`src/rtl/fss_pkg.sv`:
```
package fss_pkg;

    localparam int MAX_MOVES = 8;
    localparam int ENTRY_W   = 4;
    localparam int SEQ_W     = MAX_MOVES * ENTRY_W;
    localparam int ROW_BITS  = SEQ_W + 2;
    localparam int NUM_EP    = 4;
    localparam int NUM_MP    = 8;
    localparam int ROWS      = NUM_EP * NUM_MP;
    localparam int ROW_W     = $clog2(ROWS);
    localparam int CNT_W     = $clog2(MAX_MOVES + 1);
    localparam int MP_CENTER = 4;
    localparam int MP_LAST   = 8;

    typedef enum logic [1:0] {
        DIR_UP    = 2'd0,
        DIR_DOWN  = 2'd1,
        DIR_LEFT  = 2'd2,
        DIR_RIGHT = 2'd3
    } dir_e;

    typedef struct packed {
        logic vld;
        logic cand;
        dir_e dir;
    } move_t;

    typedef struct packed {
        logic             busy;
        logic [ROW_W-1:0] row;
        logic [CNT_W-1:0] cnt;
        logic [1:0]       ep_last;
        logic             refine;
    } ctl_t;

    function automatic int iabs(input int v);
        return (v < 0) ? -v : v;
    endfunction

    function automatic int mdist(input int ax, input int ay, input int bx, input int by);
        return iabs(ax - bx) + iabs(ay - by);
    endfunction

    // inside the pattern centred at (cx,cy) and outside the old one at (0,0)
    function automatic logic is_fresh(input int x, input int y, input int cx, input int cy);
        return (iabs(x - cx) <= 1) && (iabs(y - cy) <= 1) &&
               ((iabs(x) > 1) || (iabs(y) > 1));
    endfunction

    // Builds one table row: moves in the low SEQ_W bits, final corner on top.
    function automatic logic [ROW_BITS-1:0] build_row(input int ep, input int mpi);
        logic [ROW_BITS-1:0] res;
        int pos, cx, cy, x, y, n, nwp, da, db;
        int w0x, w0y, w1x, w1y, w2x, w2y, tx, ty;
        dir_e d;
        res = '0;
        pos = (mpi < MP_CENTER) ? mpi : mpi + 1;
        cx  = (pos % 3) - 1;
        cy  = (pos / 3) - 1;
        x   = ((ep % 2) == 1) ? 1 : -1;
        y   = ((ep / 2) == 1) ? 1 : -1;
        w2x = 0;
        w2y = 0;
        if (cx == 0 || cy == 0) begin
            nwp = 2;
            if (cx != 0) begin
                w0x = 2 * cx; w0y = -1; w1x = 2 * cx; w1y = 1;
            end else begin
                w0x = -1; w0y = 2 * cy; w1x = 1; w1y = 2 * cy;
            end
            if (mdist(x, y, w1x, w1y) < mdist(x, y, w0x, w0y)) begin
                tx = w0x; ty = w0y;
                w0x = w1x; w0y = w1y;
                w1x = tx;  w1y = ty;
            end
        end else begin
            nwp = 3;
            w1x = 2 * cx; w1y = 2 * cy;
            da  = mdist(x, y, 2 * cx, 0);
            db  = mdist(x, y, 0, 2 * cy);
            if (da < db) begin
                w0x = 2 * cx; w0y = 0; w2x = 0; w2y = 2 * cy;
            end else begin
                w0x = 0; w0y = 2 * cy; w2x = 2 * cx; w2y = 0;
            end
        end
        n = 0;
        for (int w = 0; w < 3; w++) begin
            if (w < nwp) begin
                tx = (w == 0) ? w0x : ((w == 1) ? w1x : w2x);
                ty = (w == 0) ? w0y : ((w == 1) ? w1y : w2y);
                for (int s = 0; s < 4; s++) begin
                    if (x != tx) begin
                        d = (x < tx) ? DIR_RIGHT : DIR_LEFT;
                        x = (x < tx) ? x + 1 : x - 1;
                        res[n*ENTRY_W +: ENTRY_W] = {1'b1, is_fresh(x, y, cx, cy), d};
                        n = n + 1;
                    end
                end
                for (int s = 0; s < 4; s++) begin
                    if (y != ty) begin
                        d = (y < ty) ? DIR_DOWN : DIR_UP;
                        y = (y < ty) ? y + 1 : y - 1;
                        res[n*ENTRY_W +: ENTRY_W] = {1'b1, is_fresh(x, y, cx, cy), d};
                        n = n + 1;
                    end
                end
            end
        end
        res[ROW_BITS-1] = ((y - cy) > 0);
        res[ROW_BITS-2] = ((x - cx) > 0);
        return res;
    endfunction

endpackage

```
`src/rtl/fss_mp_decode.sv`:
```
module fss_mp_decode
    import fss_pkg::*;
(
    input  logic [3:0] mp_i,
    output logic       ok_o,
    output logic       center_o,
    output logic [2:0] idx_o
);
    always_comb begin
        ok_o     = 1'b1;
        center_o = 1'b0;
        idx_o    = 3'd0;
        case (mp_i)
            4'd0: idx_o = 3'd0;
            4'd1: idx_o = 3'd1;
            4'd2: idx_o = 3'd2;
            4'd3: idx_o = 3'd3;
            4'd4: center_o = 1'b1;
            4'd5: idx_o = 3'd4;
            4'd6: idx_o = 3'd5;
            4'd7: idx_o = 3'd6;
            4'd8: idx_o = 3'd7;
            default: ok_o = 1'b0;
        endcase
    end
endmodule

```
`src/rtl/fss_walk_rom.sv`:
```
module fss_walk_rom
    import fss_pkg::*;
(
    input  logic [ROW_W-1:0] row_i,
    input  logic [CNT_W-1:0] cnt_i,
    output move_t            ent_o,
    output logic [1:0]       corner_o
);
    logic [SEQ_W-1:0] seq_tab    [ROWS];
    logic [1:0]       corner_tab [ROWS];

    for (genvar r = 0; r < ROWS; r++) begin : g_row
        localparam logic [ROW_BITS-1:0] ROW_VAL = build_row(r / NUM_MP, r % NUM_MP);
        assign seq_tab[r]    = ROW_VAL[SEQ_W-1:0];
        assign corner_tab[r] = ROW_VAL[ROW_BITS-1:SEQ_W];
    end

    always_comb begin
        ent_o = '0;
        for (int k = 0; k < MAX_MOVES; k++) begin
            if (cnt_i == CNT_W'(k)) begin
                ent_o = move_t'(seq_tab[row_i][k*ENTRY_W +: ENTRY_W]);
            end
        end
        corner_o = corner_tab[row_i];
    end
endmodule

```
`src/rtl/fss_step_ctl.sv`:
```
module fss_step_ctl
    import fss_pkg::*;
(
    input  logic             clk,
    input  logic             rst_n,
    input  logic             step_go,
    input  logic [1:0]       ep_in,
    input  logic             mp_ok,
    input  logic             mp_center,
    input  logic [2:0]       mp_idx,
    input  move_t            ent,
    input  logic [1:0]       ent_corner,
    output logic [ROW_W-1:0] row_o,
    output logic [CNT_W-1:0] cnt_o,
    output logic             busy,
    output logic             shift_vld,
    output logic [1:0]       shift_dir,
    output logic             cand_vld,
    output logic             step_done,
    output logic [1:0]       ep_out,
    output logic             refine_req
);
    ctl_t st_d, st_q;
    logic walk_end;

    assign walk_end = st_q.busy && !ent.vld;

    always_comb begin
        st_d        = st_q;
        st_d.refine = 1'b0;
        if (!st_q.busy) begin
            if (step_go && mp_ok) begin
                if (mp_center) begin
                    st_d.refine = 1'b1;
                end else begin
                    st_d.busy = 1'b1;
                    st_d.row  = {ep_in, mp_idx};
                    st_d.cnt  = '0;
                end
            end
        end else if (walk_end) begin
            st_d.busy    = 1'b0;
            st_d.ep_last = ent_corner;
        end else begin
            st_d.cnt = st_q.cnt + 1'b1;
        end
    end

    always_ff @(posedge clk or negedge rst_n) begin
        if (!rst_n) begin
            st_q <= '0;
        end else begin
            st_q <= st_d;
        end
    end

    assign row_o      = st_q.row;
    assign cnt_o      = st_q.cnt;
    assign busy       = st_q.busy;
    assign shift_vld  = st_q.busy && ent.vld;
    assign shift_dir  = ent.dir;
    assign cand_vld   = st_q.busy && ent.vld && ent.cand;
    assign step_done  = walk_end;
    assign ep_out     = walk_end ? ent_corner : st_q.ep_last;
    assign refine_req = st_q.refine;
endmodule

```
`src/rtl/fss_dir_seq.sv`:
```
module fss_dir_seq
    import fss_pkg::*;
(
    input  logic       clk,
    input  logic       rst_n,
    input  logic       step_go,
    input  logic [1:0] ep_in,
    input  logic [3:0] mp_in,
    output logic       busy,
    output logic       shift_vld,
    output logic [1:0] shift_dir,
    output logic       cand_vld,
    output logic       step_done,
    output logic [1:0] ep_out,
    output logic       refine_req
);
    logic             mp_ok, mp_center;
    logic [2:0]       mp_idx;
    logic [ROW_W-1:0] row;
    logic [CNT_W-1:0] cnt;
    move_t            ent;
    logic [1:0]       ent_corner;

    fss_mp_decode u_dec (
        .mp_i     (mp_in),
        .ok_o     (mp_ok),
        .center_o (mp_center),
        .idx_o    (mp_idx)
    );

    fss_walk_rom u_rom (
        .row_i    (row),
        .cnt_i    (cnt),
        .ent_o    (ent),
        .corner_o (ent_corner)
    );

    fss_step_ctl u_ctl (
        .clk        (clk),
        .rst_n      (rst_n),
        .step_go    (step_go),
        .ep_in      (ep_in),
        .mp_ok      (mp_ok),
        .mp_center  (mp_center),
        .mp_idx     (mp_idx),
        .ent        (ent),
        .ent_corner (ent_corner),
        .row_o      (row),
        .cnt_o      (cnt),
        .busy       (busy),
        .shift_vld  (shift_vld),
        .shift_dir  (shift_dir),
        .cand_vld   (cand_vld),
        .step_done  (step_done),
        .ep_out     (ep_out),
        .refine_req (refine_req)
    );
endmodule

```
`config.mk`:
```
export PLATFORM = sky130hd
export DESIGN_NAME = fss_dir_seq
export DESIGN_NICKNAME = d
export VERILOG_FILES = /design/src/rtl/fss_pkg.sv /design/src/rtl/fss_mp_decode.sv /design/src/rtl/fss_walk_rom.sv /design/src/rtl/fss_step_ctl.sv /design/src/rtl/fss_dir_seq.sv
export SDC_FILE = /design/constraint.sdc
export NUM_CORES = 1
export LEC_CHECK = 0
export BUFFER_PORTS_ARGS = -buffer_cell sky130_fd_sc_hd__buf_2
export CORE_AREA = 2 2 66 68
export CTS_BUF_LIST = sky130_fd_sc_hd__clkbuf_4 sky130_fd_sc_hd__clkbuf_8
export CTS_CLUSTER_SIZE = 12
export DETAILED_ROUTE_END_ITERATION = 10
export DIE_AREA = 0 0 68 70
export GPL_ROUTABILITY_DRIVEN = 1
export PLACE_DENSITY = 0.65
export SYNTH_ARGS = -nofsm -noshare
export SYNTH_HDL_FRONTEND = slang
export SYNTH_SLANG_ARGS = --single-unit
export TNS_END_PERCENT = 1
```
`constraint.sdc`:
```
create_clock -name clk -period 2.6 [get_ports clk]
set_input_delay 0 -clock clk [delete_from_list [all_inputs] [get_ports clk]]
set_output_delay 0 -clock clk [all_outputs]
set_load 0.02 [all_outputs]
```
======== Yosys cells after proc, flatten, opt, wreduce, memory -nomap -nowiden ========
Memories as Yosys holds them, arrays and structs flattened.
Index checks and enable logic that the tools add are counted.
cells by class
  $add $sub $neg .......................... 1
  order comparisons ....................... 1
  eq/ne operators ......................... 17
  muxes and demuxes ....................... 25
  bitwise gates (word level) .............. 3
  reduce and logical (&&, ||, !) cells .... 11
operator list
  cell                 number
  $mux 32              2
  $mux 4               10
  $eq 4x3->1 const B   8
  $pmux 3 s7           1
  $mux 10              2
  $eq 4x2->1 const B   4
  $reduce_or 9->1      1
  $eq 4x1->1 const B   2
  $logic_not 4->1      2
  $mux 1               7
  $ge 6x6->1 const B   1
  $mux 2               3
  $not 5->6            1
  $reduce_and 3->1     2
  $add 4x1->4 const B  1
  $eq 4x4->1 const B   1
  $logic_and 1x1->1    4
  $ne 2x1->1 const B   1
  $ne 2x2->1 const B   1
  $not 1->1            2
  $reduce_bool 2->1    1
  $logic_not 1->1      1
storage, ports and cells
  register bits ........................... 13
  memory bits (read-only) ................. 1088
  output and inout port bits .............. 9
  memories ................................ 2
memory list
  memory           depth  bits a word  rd ports  clocked after Yosys merged registers in  write ports  line                RTL
  (no name shown)  32     32           1         0                                        0            fss_walk_rom.sv:22  ent_o = move_t'(seq_tab[row_i][k*ENTRY_W +: ENTRY_W]);
  (no name shown)  32     2            1         0                                        0            fss_walk_rom.sv:25  corner_o = corner_tab[row_i];

======== Logic depth before layout (Yosys ltp) ========
Gate-level depths: netlist of run 1.
  depth in word-level cells ............... 16
  depth in mapped cells ................... 10
  mapped depth without buffers ............ 7

======== By module ========
A second synthesis of run 1 with hierarchy kept.
second synthesis, totals
  cells, all modules ...................... 211
  area total of the unflattened synthesis .. 1720.4 um^2
modules (own cells, without submodules)
  module         instances  cells an instance  area each (um^2)  sequential area each (um^2)
  fss_walk_rom   1          142                984.7             0.0
  fss_step_ctl   1          57                 649.4             325.3
  fss_mp_decode  1          12                 86.3              0.0

======== Worst setup path after synthesis of run 1 ========
Ideal clock, no wire load.
  kind .................................... reg2reg
  from .................................... register u_ctl.st_q, in the netlist u_ctl.row_o[2]
  to ...................................... register u_ctl.st_q[1] (netlist bit)
  arrival ................................. 2.683 ns
  path slack .............................. -0.211 ns
  cell stages (with the launch flop) ...... 11
  path buffers ............................ 3
  cell sequence ........................... dfrtp_1 -> buf_6 -> clkbuf_1 -> buf_2 -> inv_1 -> ha_1 -> a21bo_2 -> a221oi_1 -> mux2_2 -> nor3_2 -> mux2_1
on the way
  cells in the longest elaborated chain, start to end .. 15
ends and longest elaborated chain
  item                                          line                RTL
  start, declared                               fss_step_ctl.sv:23  ctl_t st_d, st_q;
  start signal, assigned                        fss_step_ctl.sv:53  st_q <= st_d;
  $not 5->6 (implied by the code) *             fss_walk_rom.sv:22
  $mem_v2 32x32 *                               --
  $mux 32 (implied by the code) * (2 in a row)  fss_walk_rom.sv:22
  $mux 4 (7 in a row)                           fss_walk_rom.sv:21  if (cnt_i == CNT_W'(k)) begin
  $mux 4 *                                      fss_walk_rom.sv:21
  $logic_not 1->1 *                             fss_step_ctl.sv:26  assign walk_end = st_q.busy && !ent.vld;
  $logic_and 1x1->1 *                           fss_step_ctl.sv:26
  via step_done                                 fss_dir_seq.sv:13   output logic step_done,
  $mux 2 *                                      --
The timed path passes the listed nets; every way through them passes the cells marked *. The select of a mux whose other input is x is not followed.
A chain may end at the register's enable or synchronous reset.

======== Worst setup path in the final report of run 1 ========
  from .................................... register u_ctl.st_q, in the netlist u_ctl.row_o[0]
  to ...................................... output ep_out[0]
on the way
  cells in the longest elaborated chain, start to end .. 15
ends and longest elaborated chain
  item                                        line                                    RTL
  $not 5->6 (implied by the code) *           fss_walk_rom.sv:22, fss_walk_rom.sv:25
  $mem_v2 32x32                               --
  $mux 32 (implied by the code) (2 in a row)  fss_walk_rom.sv:22
  $mux 4 (8 in a row)                         fss_walk_rom.sv:21
  $logic_not 1->1                             fss_step_ctl.sv:26
  $logic_and 1x1->1                           fss_step_ctl.sv:26
  $mux 2 *                                    --
  end, declared                               fss_dir_seq.sv:14                       output logic [1:0] ep_out,
Every way passes the cells marked *; elsewhere a longest branch is shown, timed or not. The select of a mux whose other input is x is not followed.

==> results of run 1 <==
==> state kept, by name (all words and copies together), names as in the netlist <==
register / cells
u_ctl.busy: 1
u_ctl.cnt_o: 4
u_ctl.refine_req: 1
u_ctl.row_o: 5
u_ctl.st_q: 2
==> layer usage <==
layer | vias up | track usage (%)
met3 | 20 | 2.25
met5 | - | 0
met1 | 838 | 26.9
met4 | 0 | 11.8
li1 | 869 | -
met2 | 59 | 31.5
==> placed cells by master (no fill, tap or decap), types with 3 or more instances in the layout <==
master and count:
a21oi_1 10, o22ai_1 4, ha_1 12, o2111ai_1 3, mux2_4 4, mux2i_1 15
and3_1 3, clkbuf_8 3, nor3_1 5, nand2b_1 8, dfrtp_1 12, nor2b_1 3
inv_1 12, o21ai_0 13, nor2_1 11, o211ai_1 3, a211oi_1 3, ha_2 3
mux2_2 7, buf_2 15, dlygate4sd3_1 4, o31ai_1 3, nor4_1 3, buf_6 4
a31oi_1 3, nand2_1 16, nand4_1 4, buf_4 20
==> repair_timing <==
| item | in CTS | in global routing |
|---|---|---|
| endpoints found under the hold margin | 16 | 0 |
| pin swaps | 1 | 2 |
| resized for setup | 1 | 19 |
| hold buffers | 4 | 0 |
| endpoints found under the setup margin | 3 | 3 |
| buffers inserted | 2 | 5 |
==> final cells by class <==
type,count,area share [%]
Timing Repair Buffer,44,15.0
Tap cell,52,2.95
Sequential cell,13,14.8
Multi-Input combinational cell,173,62.6
Inverter,14,2.50
Clock buffer,4,2.21
==> worst max-delay path, cell delays in order (launching register included) <==
cell and delay, ns:
dfrtp_1 0.41, buf_6 0.15, ha_4 0.15, mux2_4 0.26
mux4_2 0.50, nor3_4 0.33, nor3_4 0.10, mux2_4 0.31
buf_6 0.13
==> path summary, 6_finish.rpt <==
kind | to | cells after the start | slack (ns)
min in group asynchronous | u_ctl.cnt_o[0]$_DFFE_PN0P_ | 2 | 0.18
max in group asynchronous | u_ctl.row_o[1]$_DFFE_PN0P_ | 2 | 2.18
max reg2reg | u_ctl.st_q[1]$_DFFE_PN0P_ | 8 | 0.13
min reg2reg | u_ctl.st_q[2]$_DFFE_PN0P_ | 1 | 0.50
max | ep_out[0] | 8 | 0.02
min | u_ctl.refine_req$_DFF_PN0_ | 2 | 0.002
==> where the power goes <==
part	switching [mW]	total, mW	internal, mW	leakage (nW)
clock network	0.0674	0.186	0.118	0.0262
registers	0.105	0.388	0.283	0.160
logic	1.27	2.29	1.02	0.791
==> cell families after synthesis <==
group | after synthesis | synth area share, %
DFF | 13 | 18.3
adders and majority gates | 17 | 12.0
buffers and inverters | 30 | 6.98
and+or+nand+nor | 65 | 19.9
AOI/OAI and AO/OA | 62 | 24.5
muxes | 29 | 18.4
==> results.txt, run 1 <==
Remaining global-route overflow = 0
WL/cell = 15.4 µm
Number of synthesized flops with an enable pin = 0
Vias in the first global route = 1,621
Total CTS buffers = 3
Core Util, Final = 53.2%
Slew headroom = 40.1%
PortBufs = 17
Max Freq = 387 MHz
Share of the synthesized area in the top cell type = 18.3%
Worst-path clk slew = 0.05 ns
Synth async-reset ratio = 100%
Leakage = 0.978 nW
Setup crit end kind = primary output
Post-DP HPWL = 3.45 mm
Met2 WL = 2.24 mm
Initial Util = 42.8%
Setup crit start kind = flop
Ant. Diodes = 0
Worst Setup SP = u_ctl.row_o[0]$_DFFE_PN0P_
Synthesis-stage register bit count = 13
Post-synth top cells = ha_1, nand2_1, mux2i_1
CTS tree = yes
DRC = 0
Worst r2r src = u_ctl.row_o[0]$_DFFE_PN0P_
DIE WIDTH = 68 µm
Crit path DAT = 2.58 ns
DRT iter0 DRCs = 136
Worst setup path class = flop to primary output
WL met3 = 180 µm
Synth area leaders = dfrtp_1, ha_1, mux2i_1, mux2_2, o21ai_0
Die height = 70 µm
Cell Area, Placed = 1990 µm²
Via count = 1,786
Overall Power = 2.86 mW
Hold WC Path Type = input port to flop
Die ar. = 4760 µm²
Fin. Hold Viols = 0
First-pass DRT Iterations = 4
Setup WS pre-CTS = 0.146 ns
First-pass GRT wire length = 7.56 mm
Min Clock Period, post-route = 2.58 ns
Most common cell in the synthesized netlist = ha_1
CTS max path bufs = 2
Total GRT Usage = 20.4%
Status = complete, no violations
Post-Layout Inst Area = 2210 µm²
Clk sink count = 13
Final worst path period share = 99.3%
Pwr Density = 1300 nW/µm²
Seq. cell area = 327 µm²
Clock latency on the worst-skew pair = 0.24 ns
Net count after synthesis = 242
CP max FO = 4
Max_cap viols = 0
Final wirelength = 4.62 mm
Antenna Nets Post-Route = 0
Post-synthesis area per instance = 8.22 µm²
Io pins = 18
H-tree depth = 1
Peak VDD IR = 633 µV
Area Overhead vs Synth = 24.2%
Setup TNS = 0 ns
Hold_sp = mp_in[1]
Max Slew Vio Count = 0
Cells after Synth = 216
Final nets = 275
Non-filler instance count after layout = 300
Skew final = 0.00154 ns
Routability Congestion = 0.979
Final setup violating endpoints = 0
Layout cells sized above 1 = 28.6%
Slew @ Worst Pin = 0.897 ns
YS warnings = 0
Synth Flop Type = dfrtp_1
Filler Cell Count = 384
Via-to-Cell Ratio = 5.95
Post-synthesis sequential area ratio = 18.3%
Initial antenna violation count = 0
Core Area = 4140 µm²
Placed Instances = 285
Distinct cells, synth = 51
CTS root buf = clkbuf_8
Unrepaired setup endpoints after global routing = true
Multi-input logic area = 1380 µm²
Final setup margin = 0.0170 ns
Worst hold margin = 0.00237 ns
Row cnt = 24
Uppermost layer routed = met4
Routed met1 length = 2.01 mm
Critical Path RT = 2.60 ns
Post-Syn Area = 1780 µm²
Cell taking the most area after synthesis = dfrtp_1
Largest net degree at the start of global routing = 36
Power figures use the tool's default switching activity.
==> run 2: changes to the inputs <==
GPL_TIMING_DRIVEN = 0   (was unset)
clock period = 2.1 ns   (was 2.6 ns; I/O delays follow)
==> results.txt, run 2 (same netlist as run 1, synthesis figures left out) <==
Status = finished, violations left
Violated checks = negative setup slack
Remaining global-route overflow = 0 (unchanged)
Fin. Hold Viols = 0 (unchanged)
Max_cap viols = 0 (unchanged)
Most frequent cells in the layout = nand2_1, buf_2, mux2i_1, o21ai_0, buf_4
Overall Power = 3.80 mW (+33%)
Largest net degree at the start of global routing = 14 (-61%)
Final worst path period share = 123%
First-pass DRT Iterations = 4 (unchanged)
CTS max path bufs = 2 (unchanged)
Layout cells sized above 1 = 31.9% (+3.2 points)
Largest register FFs = 5 (unchanged)
Setup crit end kind = primary output
Hold WC Path Type = input port to flop
Skew final = 0.00347 ns (+0.00193 ns)
Worst Setup SP = u_ctl.row_o[1]$_DFFE_PN0P_
Met3 usage = 1.61% (-0.64 points)
Vias in the first global route = 1,754 (+8.2%)
Row cnt = 24 (unchanged)
Antenna Nets Post-Route = 0 (unchanged)
Critical Path RT = 2.10 ns (-0.50 ns)
Peak VDD IR = 920 µV (+45%)
Non-filler instance count after layout = 303 (+1.0%)
Ant. Diodes = 0 (unchanged)
Final nets = 278 (+1.1%)
H-tree depth = 1 (unchanged)
Area Overhead vs Synth = 28.8%
Setup WS pre-CTS = -0.509 ns (-0.656 ns)
Max Freq = 388 MHz
Die ar. = 4760 µm² (unchanged)
CP max stage cell = mux4_2
Setup crit start kind = flop
Worst r2r src = u_ctl.row_o[1]$_DFFE_PN0P_
Most common cell after layout, fill and taps aside = nand2_1
GR peak layer = met2
Clk sink count = 13 (unchanged)
Slew @ Worst Pin = 0.570 ns (-0.328 ns)
R2r worst-path depth = 8 (unchanged)
Register-to-register setup slack = -0.37 ns (-0.50 ns)
Worst setup path class = flop to primary output
Via-to-Cell Ratio = 5.91 (-0.77%)
Routability Congestion = 0.874 (-11%)
Met2 usage = 36.8% (+5.3 points)
Critical Path Max Stage Delay = 0.51 ns (about the same)
Pwr Density = 1660 nW/µm² (+28%)
DIE WIDTH = 68 µm (unchanged)
DRT iter0 DRCs = 157 (+15%)
Met1 Usage GRT = 31.0% (+4.1 points)
Crit path DAT = 2.58 ns (about the same)
Setup TNS = -3.74 ns (-3.74 ns)
First-pass GRT wire length = 8.34 mm (+10%)
Worst setup path endpoint = ep_out[1]
Post-Layout Inst Area = 2290 µm² (+3.7%)
Total CTS buffers = 3 (unchanged)
Final setup violating endpoints = 14 (+14)
Cell Area, Placed = 1990 µm² (-0.25%)
Placed Instances = 285 (unchanged)
Clock latency on the worst-skew pair = 0.24 ns (about the same)
Unrepaired setup endpoints after global routing = true
Initial Util = 42.8% (unchanged)
CTS root buf = clkbuf_8
Slew headroom = 62.0% (+22 points)
Final setup margin = -0.477 ns (-0.494 ns)
Die height = 70 µm (unchanged)
Min Clock Period, post-route = 2.58 ns
Final wirelength = 4.93 mm (+6.7%)
Leakage = 0.980 nW (+0.26%)
Reg-to-Reg End = u_ctl.st_q[1]$_DFFE_PN0P_
Total GRT Usage = 22.8% (+2.4 points)
DRC = 0 (unchanged)
WL/cell = 16.3 µm (+5.6%)
PortBufs = 17 (unchanged)
CTS tree = yes
Core Area = 4140 µm² (unchanged)
Max Slew Vio Count = 0 (unchanged)
Initial antenna violation count = 0 (unchanged)
Via count = 1,790 (+0.22%)
CP max FO = 5 (+1)
Post-DP HPWL = 3.51 mm (+1.6%)
Worst-path clk slew = 0.05 ns (about the same)
Cells along the critical path = buf_6 -> ha_4 -> mux2_4 -> mux4_2 -> nor3_4 -> nor3_4 -> mux2_2 -> buf_6
Io pins = 18 (unchanged)
-- run 2: changes by cell type in the layout (fill, tap and decap cells not counted), sizes merged --
| cell | previous run | this run |
|---|---|---|
| clkbuf | 4 | 14 |
| dlygate4sd3 | 4 | 3 |
| buf | 40 | 34 |
-- run 2: metrics by stage --
stage | utilization [%] | hold WS [ns]
after floorplan | - | -0.296
after global placement | 48.0 | -0.100
after detailed placement | 48.0 | -0.0953
after CTS | 55.0 | 0.00156
after global routing | 55.2 | 0.00822
final | 55.2 | 0.00222
-- run 2: metal layers --
layer / vias to the layer above / wire length, µm / part of all wire, %
met5: - / 0 / 0
met2: 64 / 2370 / 48
li1: 877 / - / -
met4: 0 / 149 / 3.0
met3: 15 / 246 / 5.0
met1: 834 / 2160 / 44
-- run 2: repair_timing --
item                                   in CTS  in global routing
endpoints found under the hold margin      15                  0
buffers inserted                           12                  0
setup endpoints to repair                  14                 14
pin swaps                                   5                  1
gates resized for setup                    33                  4
hold buffers                                3                  0
cloned                                      0                  0
-- run 2: worst max-delay path, delay by kind of cell, from the launching register on --
kind	cells	cell delay [ns]
multiplexers	3	1.05
flip-flops	1	0.47
AND/OR/NAND/NOR	2	0.37
buffers and inverters	2	0.28
adder cells (fa/ha/maj)	1	0.15
-- run 2: cell type report --
cell class	instances	area (µm²)
Timing Repair Buffer	32	233
Buffer	15	105
Tap cell	52	65.1
Sequential cell	13	328
Fill cell	388	1860
Multi-Input combinational cell	173	1440
Clock buffer	4	48.8
Inverter	14	65.1
-- run 2: power by group --
part	total, mW	internal [mW]	leakage [nW]	switching, mW
clock	0.232	0.147	0.0262	0.0851
sequential	0.469	0.352	0.159	0.117
combinational	3.09	1.40	0.795	1.70
-- run 2: worst min path at each step --
stage | cells after the start | start | to | slack [ns]
after global routing | 2 | ep_in[1] | u_ctl.row_o[4]$_DFFE_PN0P_ | 0.008
after CTS | 2 | mp_in[1] | u_ctl.refine_req$_DFF_PN0_ | 0.002
final | 2 | ep_in[1] | u_ctl.row_o[4]$_DFFE_PN0P_ | 0.002
after detailed placement | 1 | rst_n | u_ctl.cnt_o[1]$_DFFE_PN0P_ | -0.1
after global placement | 1 | rst_n | u_ctl.cnt_o[1]$_DFFE_PN0P_ | -0.10
after floorplan | 0 | rst_n | u_ctl.busy$_DFF_PN0_ | -0.30
